**config.mk**
```make
export PLATFORM = sky130hd
export DESIGN_NAME = sram_host_port
export DESIGN_NICKNAME = d
export VERILOG_FILES = /design/src/rtl/sram_host_port_pkg.sv /design/src/rtl/sram_phase_timer.sv /design/src/rtl/sram_strobe_seq.sv /design/src/rtl/sram_host_port.sv
export SDC_FILE = /design/constraint.sdc
export NUM_CORES = 1
export LEC_CHECK = 0
export BUFFER_PORTS_ARGS = -buffer_cell sky130_fd_sc_hd__buf_2
export CORE_ASPECT_RATIO = 1.5
export CORE_MARGIN = 2
export CORE_UTILIZATION = 51
export CTS_BUF_LIST = sky130_fd_sc_hd__clkbuf_16
export CTS_CLUSTER_SIZE = 25
export DETAILED_ROUTE_END_ITERATION = 6
export PLACE_DENSITY_LB_ADDON = 0.2
export SYNTH_ARGS = -nofsm -noshare
export SYNTH_HDL_FRONTEND = slang
export SYNTH_SLANG_ARGS = --single-unit
```
**constraint.sdc**
```tcl
create_clock -name clk -period 4.5 [get_ports clk]
set_input_delay 1.35 -clock clk [delete_from_list [all_inputs] [get_ports clk]]
set_output_delay 1.35 -clock clk [all_outputs]
set_load 0.03 [all_outputs]
```
**src/rtl/sram_host_port_pkg.sv**
```systemverilog
// Shared types and elaboration-time helpers for the SRAM host port.
// Assumes all timing figures are non-negative nanosecond integers.
package sram_host_port_pkg;

    typedef enum logic [2:0] {
        PH_IDLE,
        PH_WR_SETUP,
        PH_WR_PULSE,
        PH_WR_HOLD,
        PH_RD_ACCESS,
        PH_RD_RELEASE
    } phase_t;

    typedef struct packed {
        logic ce_n;
        logic oe_n;
        logic we_n;
        logic drive;
    } strobe_t;

    // Round a nanosecond figure up to whole clock cycles, never below one.
    function automatic int ns_to_cycles(input int ns, input int period_ns);
        int c;
        c = (ns + period_ns - 1) / period_ns;
        return (c < 1) ? 1 : c;
    endfunction

    function automatic int imax(input int a, input int b);
        return (a > b) ? a : b;
    endfunction

    // Strobe levels presented during each phase.
    function automatic strobe_t strobe_of(input phase_t ph);
        strobe_t s;
        case (ph)
            PH_WR_SETUP:  s = '{ce_n: 1'b0, oe_n: 1'b1, we_n: 1'b1, drive: 1'b0};
            PH_WR_PULSE:  s = '{ce_n: 1'b0, oe_n: 1'b1, we_n: 1'b0, drive: 1'b1};
            PH_WR_HOLD:   s = '{ce_n: 1'b1, oe_n: 1'b1, we_n: 1'b1, drive: 1'b1};
            PH_RD_ACCESS: s = '{ce_n: 1'b0, oe_n: 1'b0, we_n: 1'b1, drive: 1'b0};
            default:      s = '{ce_n: 1'b1, oe_n: 1'b1, we_n: 1'b1, drive: 1'b0};
        endcase
        return s;
    endfunction

endpackage

```
**src/rtl/sram_phase_timer.sv**
```systemverilog
// Down-counter that measures the length of one strobe phase.
// A load sets it to (phase length - 1); "expired" is high in the phase's
// last cycle. Assumes the sequencer loads it on every phase entry.
module sram_phase_timer #(
    parameter int CNT_W = 4
) (
    input  logic             clk,
    input  logic             rst_n,
    input  logic             load,
    input  logic [CNT_W-1:0] load_val,
    output logic             expired
);

    logic [CNT_W-1:0] remain;

    // Load on phase entry, otherwise count down to zero and stay there.
    always_ff @(posedge clk) begin
        if (!rst_n) begin
            remain <= '0;
        end else if (load) begin
            remain <= load_val;
        end else if (remain != '0) begin
            remain <= remain - 1'b1;
        end
    end

    assign expired = (remain == '0);

endmodule

```
**src/rtl/sram_strobe_seq.sv**
```systemverilog
// Phase sequencer: accepts one host request, steps through the write or
// read phases, registers the strobes and captures read data.
// Assumes phase lengths of at least one cycle, supplied by the top.
module sram_strobe_seq
    import sram_host_port_pkg::*;
#(
    parameter int ADDR_W = 11,
    parameter int DATA_W = 8,
    parameter int CNT_W  = 4,
    parameter int WS_CYC = 1,
    parameter int WP_CYC = 6,
    parameter int WH_CYC = 3,
    parameter int RA_CYC = 10,
    parameter int RR_CYC = 4
) (
    input  logic              clk,
    input  logic              rst_n,
    input  logic              req_valid,
    input  logic              req_write,
    input  logic [ADDR_W-1:0] req_addr,
    input  logic [DATA_W-1:0] req_wdata,
    output logic              req_ready,
    output logic              rd_valid,
    output logic [DATA_W-1:0] rd_data,
    output logic [ADDR_W-1:0] mem_addr,
    output logic              mem_ce_n,
    output logic              mem_oe_n,
    output logic              mem_we_n,
    output logic [DATA_W-1:0] mem_dq_out,
    output logic              mem_dq_oe,
    input  logic [DATA_W-1:0] mem_dq_in,
    output logic              tmr_load,
    output logic [CNT_W-1:0]  tmr_val,
    input  logic              tmr_expired
);

    phase_t  ph, ph_nxt;
    strobe_t strb;

    // Choose the next phase and the timer value for it.
    always_comb begin
        ph_nxt   = ph;
        tmr_load = 1'b0;
        tmr_val  = '0;
        case (ph)
            PH_IDLE: if (req_valid) begin
                ph_nxt   = req_write ? PH_WR_SETUP : PH_RD_ACCESS;
                tmr_load = 1'b1;
                tmr_val  = req_write ? CNT_W'(WS_CYC - 1) : CNT_W'(RA_CYC - 1);
            end
            PH_WR_SETUP: if (tmr_expired) begin
                ph_nxt   = PH_WR_PULSE;
                tmr_load = 1'b1;
                tmr_val  = CNT_W'(WP_CYC - 1);
            end
            PH_WR_PULSE: if (tmr_expired) begin
                ph_nxt   = PH_WR_HOLD;
                tmr_load = 1'b1;
                tmr_val  = CNT_W'(WH_CYC - 1);
            end
            PH_RD_ACCESS: if (tmr_expired) begin
                ph_nxt   = PH_RD_RELEASE;
                tmr_load = 1'b1;
                tmr_val  = CNT_W'(RR_CYC - 1);
            end
            PH_WR_HOLD, PH_RD_RELEASE: if (tmr_expired) ph_nxt = PH_IDLE;
            default: ph_nxt = PH_IDLE;
        endcase
    end

    // Advance the phase and register the strobes decoded from the next phase.
    always_ff @(posedge clk) begin
        if (!rst_n) begin
            ph   <= PH_IDLE;
            strb <= strobe_of(PH_IDLE);
        end else begin
            ph   <= ph_nxt;
            strb <= strobe_of(ph_nxt);
        end
    end

    // Latch the request fields on acceptance; they stay fixed until idle.
    always_ff @(posedge clk) begin
        if (!rst_n) begin
            mem_addr   <= '0;
            mem_dq_out <= '0;
        end else if (ph == PH_IDLE && req_valid) begin
            mem_addr   <= req_addr;
            mem_dq_out <= req_wdata;
        end
    end

    // Sample the data pins in the last access cycle and pulse read-valid.
    always_ff @(posedge clk) begin
        if (!rst_n) begin
            rd_valid <= 1'b0;
            rd_data  <= '0;
        end else begin
            rd_valid <= (ph == PH_RD_ACCESS) && tmr_expired;
            if (ph == PH_RD_ACCESS && tmr_expired) rd_data <= mem_dq_in;
        end
    end

    assign req_ready = (ph == PH_IDLE);
    assign mem_ce_n  = strb.ce_n;
    assign mem_oe_n  = strb.oe_n;
    assign mem_we_n  = strb.we_n;
    assign mem_dq_oe = strb.drive;

    // Length of the current write-enable-low run, saturating; used by a check.
    logic [CNT_W:0] we_low_run;
    always_ff @(posedge clk) begin
        if (!rst_n)                         we_low_run <= '0;
        else if (mem_we_n)                  we_low_run <= '0;
        else if (we_low_run != '1)          we_low_run <= we_low_run + 1'b1;
    end

    assert_we_pulse_width_R3: assert property (@(posedge clk) disable iff (!rst_n)
        $rose(mem_we_n) |-> (we_low_run >= (CNT_W+1)'(WP_CYC)));

    assert_we_after_setup_R3: assert property (@(posedge clk) disable iff (!rst_n)
        $fell(mem_we_n) |-> ($past(!mem_ce_n) && $past(mem_we_n)));

    assert_addr_stable_in_pulse_R3: assert property (@(posedge clk) disable iff (!rst_n)
        (!mem_we_n && !$past(mem_we_n)) |-> $stable(mem_addr));

    assert_no_read_while_driving_R9: assert property (@(posedge clk) disable iff (!rst_n)
        (!mem_we_n || mem_dq_oe) |-> mem_oe_n);

    assert_idle_strobes_R2: assert property (@(posedge clk) disable iff (!rst_n)
        req_ready |-> (mem_ce_n && mem_oe_n && mem_we_n && !mem_dq_oe));

    assert_rd_valid_single_R5: assert property (@(posedge clk) disable iff (!rst_n)
        rd_valid |=> !rd_valid);

    assert_data_held_after_we_R4: assert property (@(posedge clk) disable iff (!rst_n)
        $rose(mem_we_n) |-> (mem_dq_oe && $stable(mem_dq_out)));

endmodule

```
**src/rtl/sram_host_port.sv**
```systemverilog
// Top of the SRAM host port: turns nanosecond timing parameters into phase
// cycle counts and connects the sequencer to its phase timer.
// Assumes CLK_PERIOD_NS is the true period of clk.
module sram_host_port
    import sram_host_port_pkg::*;
#(
    parameter int ADDR_W        = 11,
    parameter int DATA_W        = 8,
    parameter int CLK_PERIOD_NS = 10,
    parameter int T_AS_NS       = 0,
    parameter int T_WP_NS       = 60,
    parameter int T_DW_NS       = 30,
    parameter int T_DH_NS       = 10,
    parameter int T_WR_NS       = 10,
    parameter int T_WC_NS       = 100,
    parameter int T_RC_NS       = 100,
    parameter int T_AA_NS       = 100,
    parameter int T_OE_NS       = 40,
    parameter int T_OHZ_NS      = 40,
    parameter int T_CHZ_NS      = 40
) (
    input  logic              clk,
    input  logic              rst_n,
    input  logic              req_valid,
    input  logic              req_write,
    input  logic [ADDR_W-1:0] req_addr,
    input  logic [DATA_W-1:0] req_wdata,
    output logic              req_ready,
    output logic              rd_valid,
    output logic [DATA_W-1:0] rd_data,
    output logic [ADDR_W-1:0] mem_addr,
    output logic              mem_ce_n,
    output logic              mem_oe_n,
    output logic              mem_we_n,
    output logic [DATA_W-1:0] mem_dq_out,
    output logic              mem_dq_oe,
    input  logic [DATA_W-1:0] mem_dq_in
);

    localparam int WS_CYC  = ns_to_cycles(T_AS_NS, CLK_PERIOD_NS);
    localparam int WP_CYC  = imax(ns_to_cycles(T_WP_NS, CLK_PERIOD_NS),
                                  ns_to_cycles(T_DW_NS, CLK_PERIOD_NS));
    localparam int WC_CYC  = ns_to_cycles(T_WC_NS, CLK_PERIOD_NS);
    localparam int WH_MIN  = imax(ns_to_cycles(T_DH_NS, CLK_PERIOD_NS),
                                  ns_to_cycles(T_WR_NS, CLK_PERIOD_NS));
    localparam int WH_CYC  = imax(WH_MIN, WC_CYC - WS_CYC - WP_CYC);
    localparam int RA_CYC  = imax(imax(ns_to_cycles(T_RC_NS, CLK_PERIOD_NS),
                                       ns_to_cycles(T_AA_NS, CLK_PERIOD_NS)),
                                  ns_to_cycles(T_OE_NS, CLK_PERIOD_NS));
    localparam int RR_CYC  = imax(ns_to_cycles(T_OHZ_NS, CLK_PERIOD_NS),
                                  ns_to_cycles(T_CHZ_NS, CLK_PERIOD_NS));
    localparam int MAX_CYC = imax(imax(imax(WS_CYC, WP_CYC), imax(WH_CYC, RA_CYC)), RR_CYC);
    localparam int CNT_W   = $clog2(MAX_CYC + 1);

    logic             tmr_load;
    logic [CNT_W-1:0] tmr_val;
    logic             tmr_expired;

    sram_phase_timer #(.CNT_W(CNT_W)) u_timer (
        .clk      (clk),
        .rst_n    (rst_n),
        .load     (tmr_load),
        .load_val (tmr_val),
        .expired  (tmr_expired)
    );

    sram_strobe_seq #(
        .ADDR_W (ADDR_W), .DATA_W (DATA_W), .CNT_W (CNT_W),
        .WS_CYC (WS_CYC), .WP_CYC (WP_CYC), .WH_CYC (WH_CYC),
        .RA_CYC (RA_CYC), .RR_CYC (RR_CYC)
    ) u_seq (
        .clk         (clk),
        .rst_n       (rst_n),
        .req_valid   (req_valid),
        .req_write   (req_write),
        .req_addr    (req_addr),
        .req_wdata   (req_wdata),
        .req_ready   (req_ready),
        .rd_valid    (rd_valid),
        .rd_data     (rd_data),
        .mem_addr    (mem_addr),
        .mem_ce_n    (mem_ce_n),
        .mem_oe_n    (mem_oe_n),
        .mem_we_n    (mem_we_n),
        .mem_dq_out  (mem_dq_out),
        .mem_dq_oe   (mem_dq_oe),
        .mem_dq_in   (mem_dq_in),
        .tmr_load    (tmr_load),
        .tmr_val     (tmr_val),
        .tmr_expired (tmr_expired)
    );

endmodule

```
# --- After elaboration in Yosys (flattened, before gate mapping) ---
# Cells that the tools add are included.
totals:
  output_inout_bits: 33
  inputBits: 31
  ff_bits: 39
  word_cells: 47
classes:
  reduce_logical: 8
  n_mux: 19
  eq_ne: 9
  n_addsub: 1
ops:
  columns: ["op", "count"]
  rows:
  - ["case mux 4 bit (4 select lines)", 2]
  - ["two-way mux 3 bit", 7]
  - ["two-way mux 4 bit", 4]
  - ["case mux 3 bit (5 select lines)", 1]
  - ["== test 3 x 2 -> 1 bit, second input constant", 4]
  - ["== test 3 bit, second input constant", 3]
  - ["== test 3 x 1 -> 1 bit, second input constant", 2]
  - ["zero test 4 bit", 1]
  - ["two-way mux 2 bit", 2]
  - ["nonzero test 4 bit", 1]
  - ["subtractor 4 x 1 -> 4 bit, second input constant", 1]
  - ["zero test 3 bit", 1]
  - ["OR reduction 3 bit", 1]
  - ["logical AND 1 bit", 2]
  - ["two-way mux 1 bit", 2]
  - ["case mux 1 bit (2 select lines)", 1]
  - ["nonzero test 2 bit", 1]
  - ["OR reduction 2 bit", 1]

# --- Logic depth before layout (Yosys ltp) ---
logic_depth:
  depth_word: 5
  depth_mapped: 7
  mapped_depth_nobuf: 6

# --- Modules after synthesis ---
# From an unflattened synthesis, not the netlist that was laid out.
unflattened:
  hier_cells: 180
  area_unflattened_um2: 1690.4
by_module_without_submodules:
  columns: ["mod", "cells_each", "area_per_inst_um2", "instances", "seq_area_each_um2"]
  rows:
  - ["sram_strobe_seq", 157, 1460.2, 1, 700.7]
  - ["sram_phase_timer", 23, 230.2, 1, 80.1]

# --- Worst setup path before layout ---
# OpenSTA, ideal clock, no wires.
synth_path:
  kind: "register -> output"
  start: "register u_seq.ph[1]"
  end: "output req_ready"
  path_stages_with_launch: 3
  t_arrival_ps: 1170
  required_ps: 3150
  slack_ps: 1980
  path_buffers: 1
  path_cell_list: "dfxtp_1 > clkbuf_1 > nor3_1"
synth_between:
  elab_chain_cells: 1
synth_lines:
  columns: ["element", "line_no", "text"]
  rows:
  - ["from (decl)", "sram_strobe_seq.sv:37", "phase_t ph, ph_nxt;"]
  - ["from (signal assigned)", "sram_strobe_seq.sv:77", "ph <= ph_nxt;"]
  - ["zero test 3 bit", "sram_strobe_seq.sv:104", "assign req_ready = (ph == PH_IDLE);"]
  - ["to (decl)", "sram_host_port.sv:28", "output logic req_ready,"]
# Every way passes these cells.

# --- Final worst setup path ---
layout_path:
  start: "input req_valid"
  end: "register u_timer.remain[3]"
layout_between:
  elab_chain_cells: 3
  word_cells_on_any_way: 6
  classes_between: "mux: 5; reduce/logical: 1"
layout_lines:
  columns: ["element", "line_no", "text"]
  rows:
  - ["from (decl)", "sram_host_port.sv:24", "input logic req_valid,"]
  - ["two-way mux 4 bit or two-way mux 1 bit (tied branches)", "sram_strobe_seq.sv:46", "PH_IDLE: if (req_valid) begin"]
  - ["case mux 4 bit (4 select lines) or case mux 1 bit (2 select lines) (tied branches)", "sram_strobe_seq.sv:45", "case (ph)"]
  - ["two-way mux 4 bit or nonzero test 2 bit (tied branches)", null, null]
  - ["to (signal assigned)", "sram_phase_timer.sv:21", "remain <= load_val;"]
  - ["to (signal assigned)", "sram_phase_timer.sv:23", "remain <= remain - 1'b1;"]
  - ["to (decl)", "sram_phase_timer.sv:14", "logic [CNT_W-1:0] remain;"]
# Several ways; a longest one is shown, not always the timed one.
# A chain may end at the register's enable or synchronous reset.

==> impl_metrics.toml <==
[route]
dr.pass1.iters = 4
wire_per_inst_microns = 12.54
wl_met3_microns = 188
ant_nets = 0
totalWireLength_microns = 3586
routed-wl-met2_microns = 1842
remaining_drc_errors = 0
drt-met1-wl_microns = 1500
routed.top_layer = "met4"
vias = 1481
drt_iter0_drc = 43
via_per_inst = 5.178

[power]
seq_power_share_pct = 35.8
switching_share_pct = 39.92
p_leak_nw = 0.9806
ir_drop_uv = 513.8
power_frac_comb_pct = 39.9
powerDensity_nw_per_um2 = 668.8
p_total_mw = 1.377
p_clk_share_pct = 24.3
internal_power_mw = 0.8275
power_switching_mw = 0.5499

[setup_path]
end_kind = "flip-flop"
required_ns = 4.72
r2r-start = "u_timer.remain[0]$_SDFFE_PN0P_"
r2r-end = "u_timer.remain[0]$_SDFFE_PN0P_"
r2r_slack_ns = 2.26
r2r_cells = 6
critPathKind = "primary input to flip-flop"
path_max_fanout = 20
path_cells = "buf_2 -> or4b_1 -> or2_1 -> a211o_1 -> a21oi_1"
max_stage_delay_ns = 0.77
cp.arrival_ns = 2.97
critical_path.startpoint_type = "primary input"
crit_slowest_cell = "or4b_1"

[synth]
synth_flop_cell = "dfxtp_1"
ys_seq_area_share_pct = 48.71
yosysTopAreaCell = "dfxtp_1"
avgSynthCellArea_sq_um = 8.480
syn_nets = 221
synthTopCellsByArea = "dfxtp_1, nand2_1, a21oi_1"
synth_seq_cells = 39
yosysUniqueCellTypes = 40
synth_edf_count = 0
synth_top_area_share_pct = 48.71
synthArstFlopShare_pct = 0
syn_inst = 189
syn_area_sq_um = 1603
synth_warnings = 0

[outcome]
run_status = "completed"

[clock_network]
ctsHoldBuffers = 0
h-tree-depth = 2
clock_path_buffers = 2
numClockSinks = 39
cts_tree = "done"
cts_inserted_buffers = 5
postCtsSetupBuffers = 0
post_cts_resized = 0
ctsRootBufferMaster = "clkbuf_16"
insertion_delay_ns = 0.28
clk_pin_slew_ns = 0.06

[sta]
slew_headroom_pct = 56.15
hold_violations = 0
setup_viol_count_final = 0
clock.fmax_ghz = 0.3631
fin_setup_tns_ns = 0
worst_slew_pin_slew_ns = 0.6577
rsz0062_at_grt = "no"
whs_ns = 0.4494
min_period_ns = 2.754
slew_viol_final = 0
fin_skew_ns = 0.004911
layout_setup_ws_ns = 1.746
period_share_pct = 61.20

[global_route]
grt_first_pass_wirelength_microns = 5775
grt_max_degree = 26
grt-ovfl-total = 0
antenna_found_initial = 0
grt_use_total_pct = 20.75
grt_pass1_vias = 1366

[die]
fp.coreArea_sq_um = 2943
ioPinCount = 64
initial_core_util_pct = 54.46
dieArea_sq_um = 3616
die_x_microns = 49.77
rows = 24
fp.dieH_microns = 72.66

[finish]
diodes = 0
layout-drive-gt1-share_pct = 30.36
synthToLayoutAreaGrowth_pct = 28.49
fin_cells = 286
design_area_sq_um = 2059
final_nets = 279
fin_util_pct = 69.98

[place]
place_ws_ns = 1.442
dp_hpwl_microns = 2539
place.gp.congestion = 0.8095
port_buffers = 63
placed_cells = 279
dpl_cell_area_sq_um = 1921

[job]
drv_cap = 0

[min_path]
whs_path_depth = 2
hold_start = "u_seq.mem_addr[8]$_SDFFE_PN0P_"
holdCritPathClass = "flip-flop to flip-flop"
min_to = "u_seq.mem_addr[8]$_SDFFE_PN0P_"
[critical path, delay by kind of cell]
family                 cells  cell delay, ns
AOI/OAI and AO/OA          2            0.35
and+or+nand+nor            2            1.12
buffers and inverters      1            0.14
[how the worst max path moves through the flow]
stage | startpoint | end | slack, ns
after floorplan | u_seq.ph[1]$_SDFF_PN0_ | req_ready | 1.98
after global placement | req_valid | u_timer.remain[3]$_SDFFE_PN0P_ | 1.47
after detailed placement | req_valid | u_timer.remain[3]$_SDFFE_PN0P_ | 1.44
after CTS | req_valid | u_timer.remain[3]$_SDFFE_PN0P_ | 1.75
after global routing | req_valid | u_timer.remain[3]$_SDFFE_PN0P_ | 1.60
final | req_valid | u_timer.remain[3]$_SDFFE_PN0P_ | 1.75
[power groups by stage]
stage | sequential [mW] | clock, mW | combinational, mW
3_5_place_dp | 0.499 | 0 | 0.551
5_1_grt | 0.503 | 0.347 | 0.605
3_3_place_gp | 0.498 | 0 | 0.545
6_report | 0.493 | 0.335 | 0.549
4_1_cts | 0.492 | 0.335 | 0.554
2_1_floorplan | 0.565 | 0 | 0.359
[layout by cell type, fill, tap and decap left out, types with 3 or more instances in the layout]
| cell | instances |
|---|---|
| nor3_1 | 7 |
| clkbuf_16 | 5 |
| xnor2_1 | 3 |
| o21ai_0 | 6 |
| nor2_1 | 12 |
| dfxtp_1 | 39 |
| nand2_1 | 44 |
| buf_2 | 63 |
| inv_1 | 4 |
| a21oi_1 | 21 |
| mux2i_1 | 9 |
[cells in the mapped netlist, types with 2 or more instances]
cell	count
nand2_1	44
dfxtp_1	39
a21oi_1	21
nor2_1	12
clkbuf_1	11
mux2i_1	9
nor3_1	7
o21ai_0	6
inv_1	4
xnor2_1	3
and2_1	2
nor4_1	2
or4_1	2
[state kept, by name (all words and copies together) (netlist names)]
signal and flops:
u_seq.rd_data 8, u_seq.mem_addr 11, u_timer.remain 4, u_seq.mem_oe_n 1, u_seq.mem_dq_oe 1, u_seq.mem_we_n 1, u_seq.mem_dq_out 8, u_seq.ph 3
u_seq.mem_ce_n 1, u_seq.rd_valid 1
[metal layers]
metal  vias up  global-route usage (%)
li1        757                       -
met1       676                   22.89
met2        41                   36.44
met3         7                   5.943
met4         0                   9.568
met5         -                       0
[logic make-up (layout without fill, tap and decap cells)]
kind of cell	after synthesis	count (layout)	share of synthesized area (%)
AO/OA/AOI/OAI	39	39	15.30
buffers and inverters	19	77	4.995
XOR/XNOR	4	4	2.186
multiplexers	10	10	6.323
AND/OR/NAND/NOR	77	77	21.70
adder cells (fa/ha/maj)	1	1	0.7805
flip-flops	39	39	48.71
[area by class of cell]
type / count / area (sq um)
Fill cell: 273 / 883.3
Sequential cell: 39 / 780.7
Multi-Input combinational cell: 131 / 742.0
Timing Repair Buffer: 65 / 330.3
Clock buffer: 5 / 125.1
Tap cell: 39 / 48.80
Inverter: 5 / 18.77
Clock inverter: 2 / 13.76
Power figures use the tool's default switching activity.
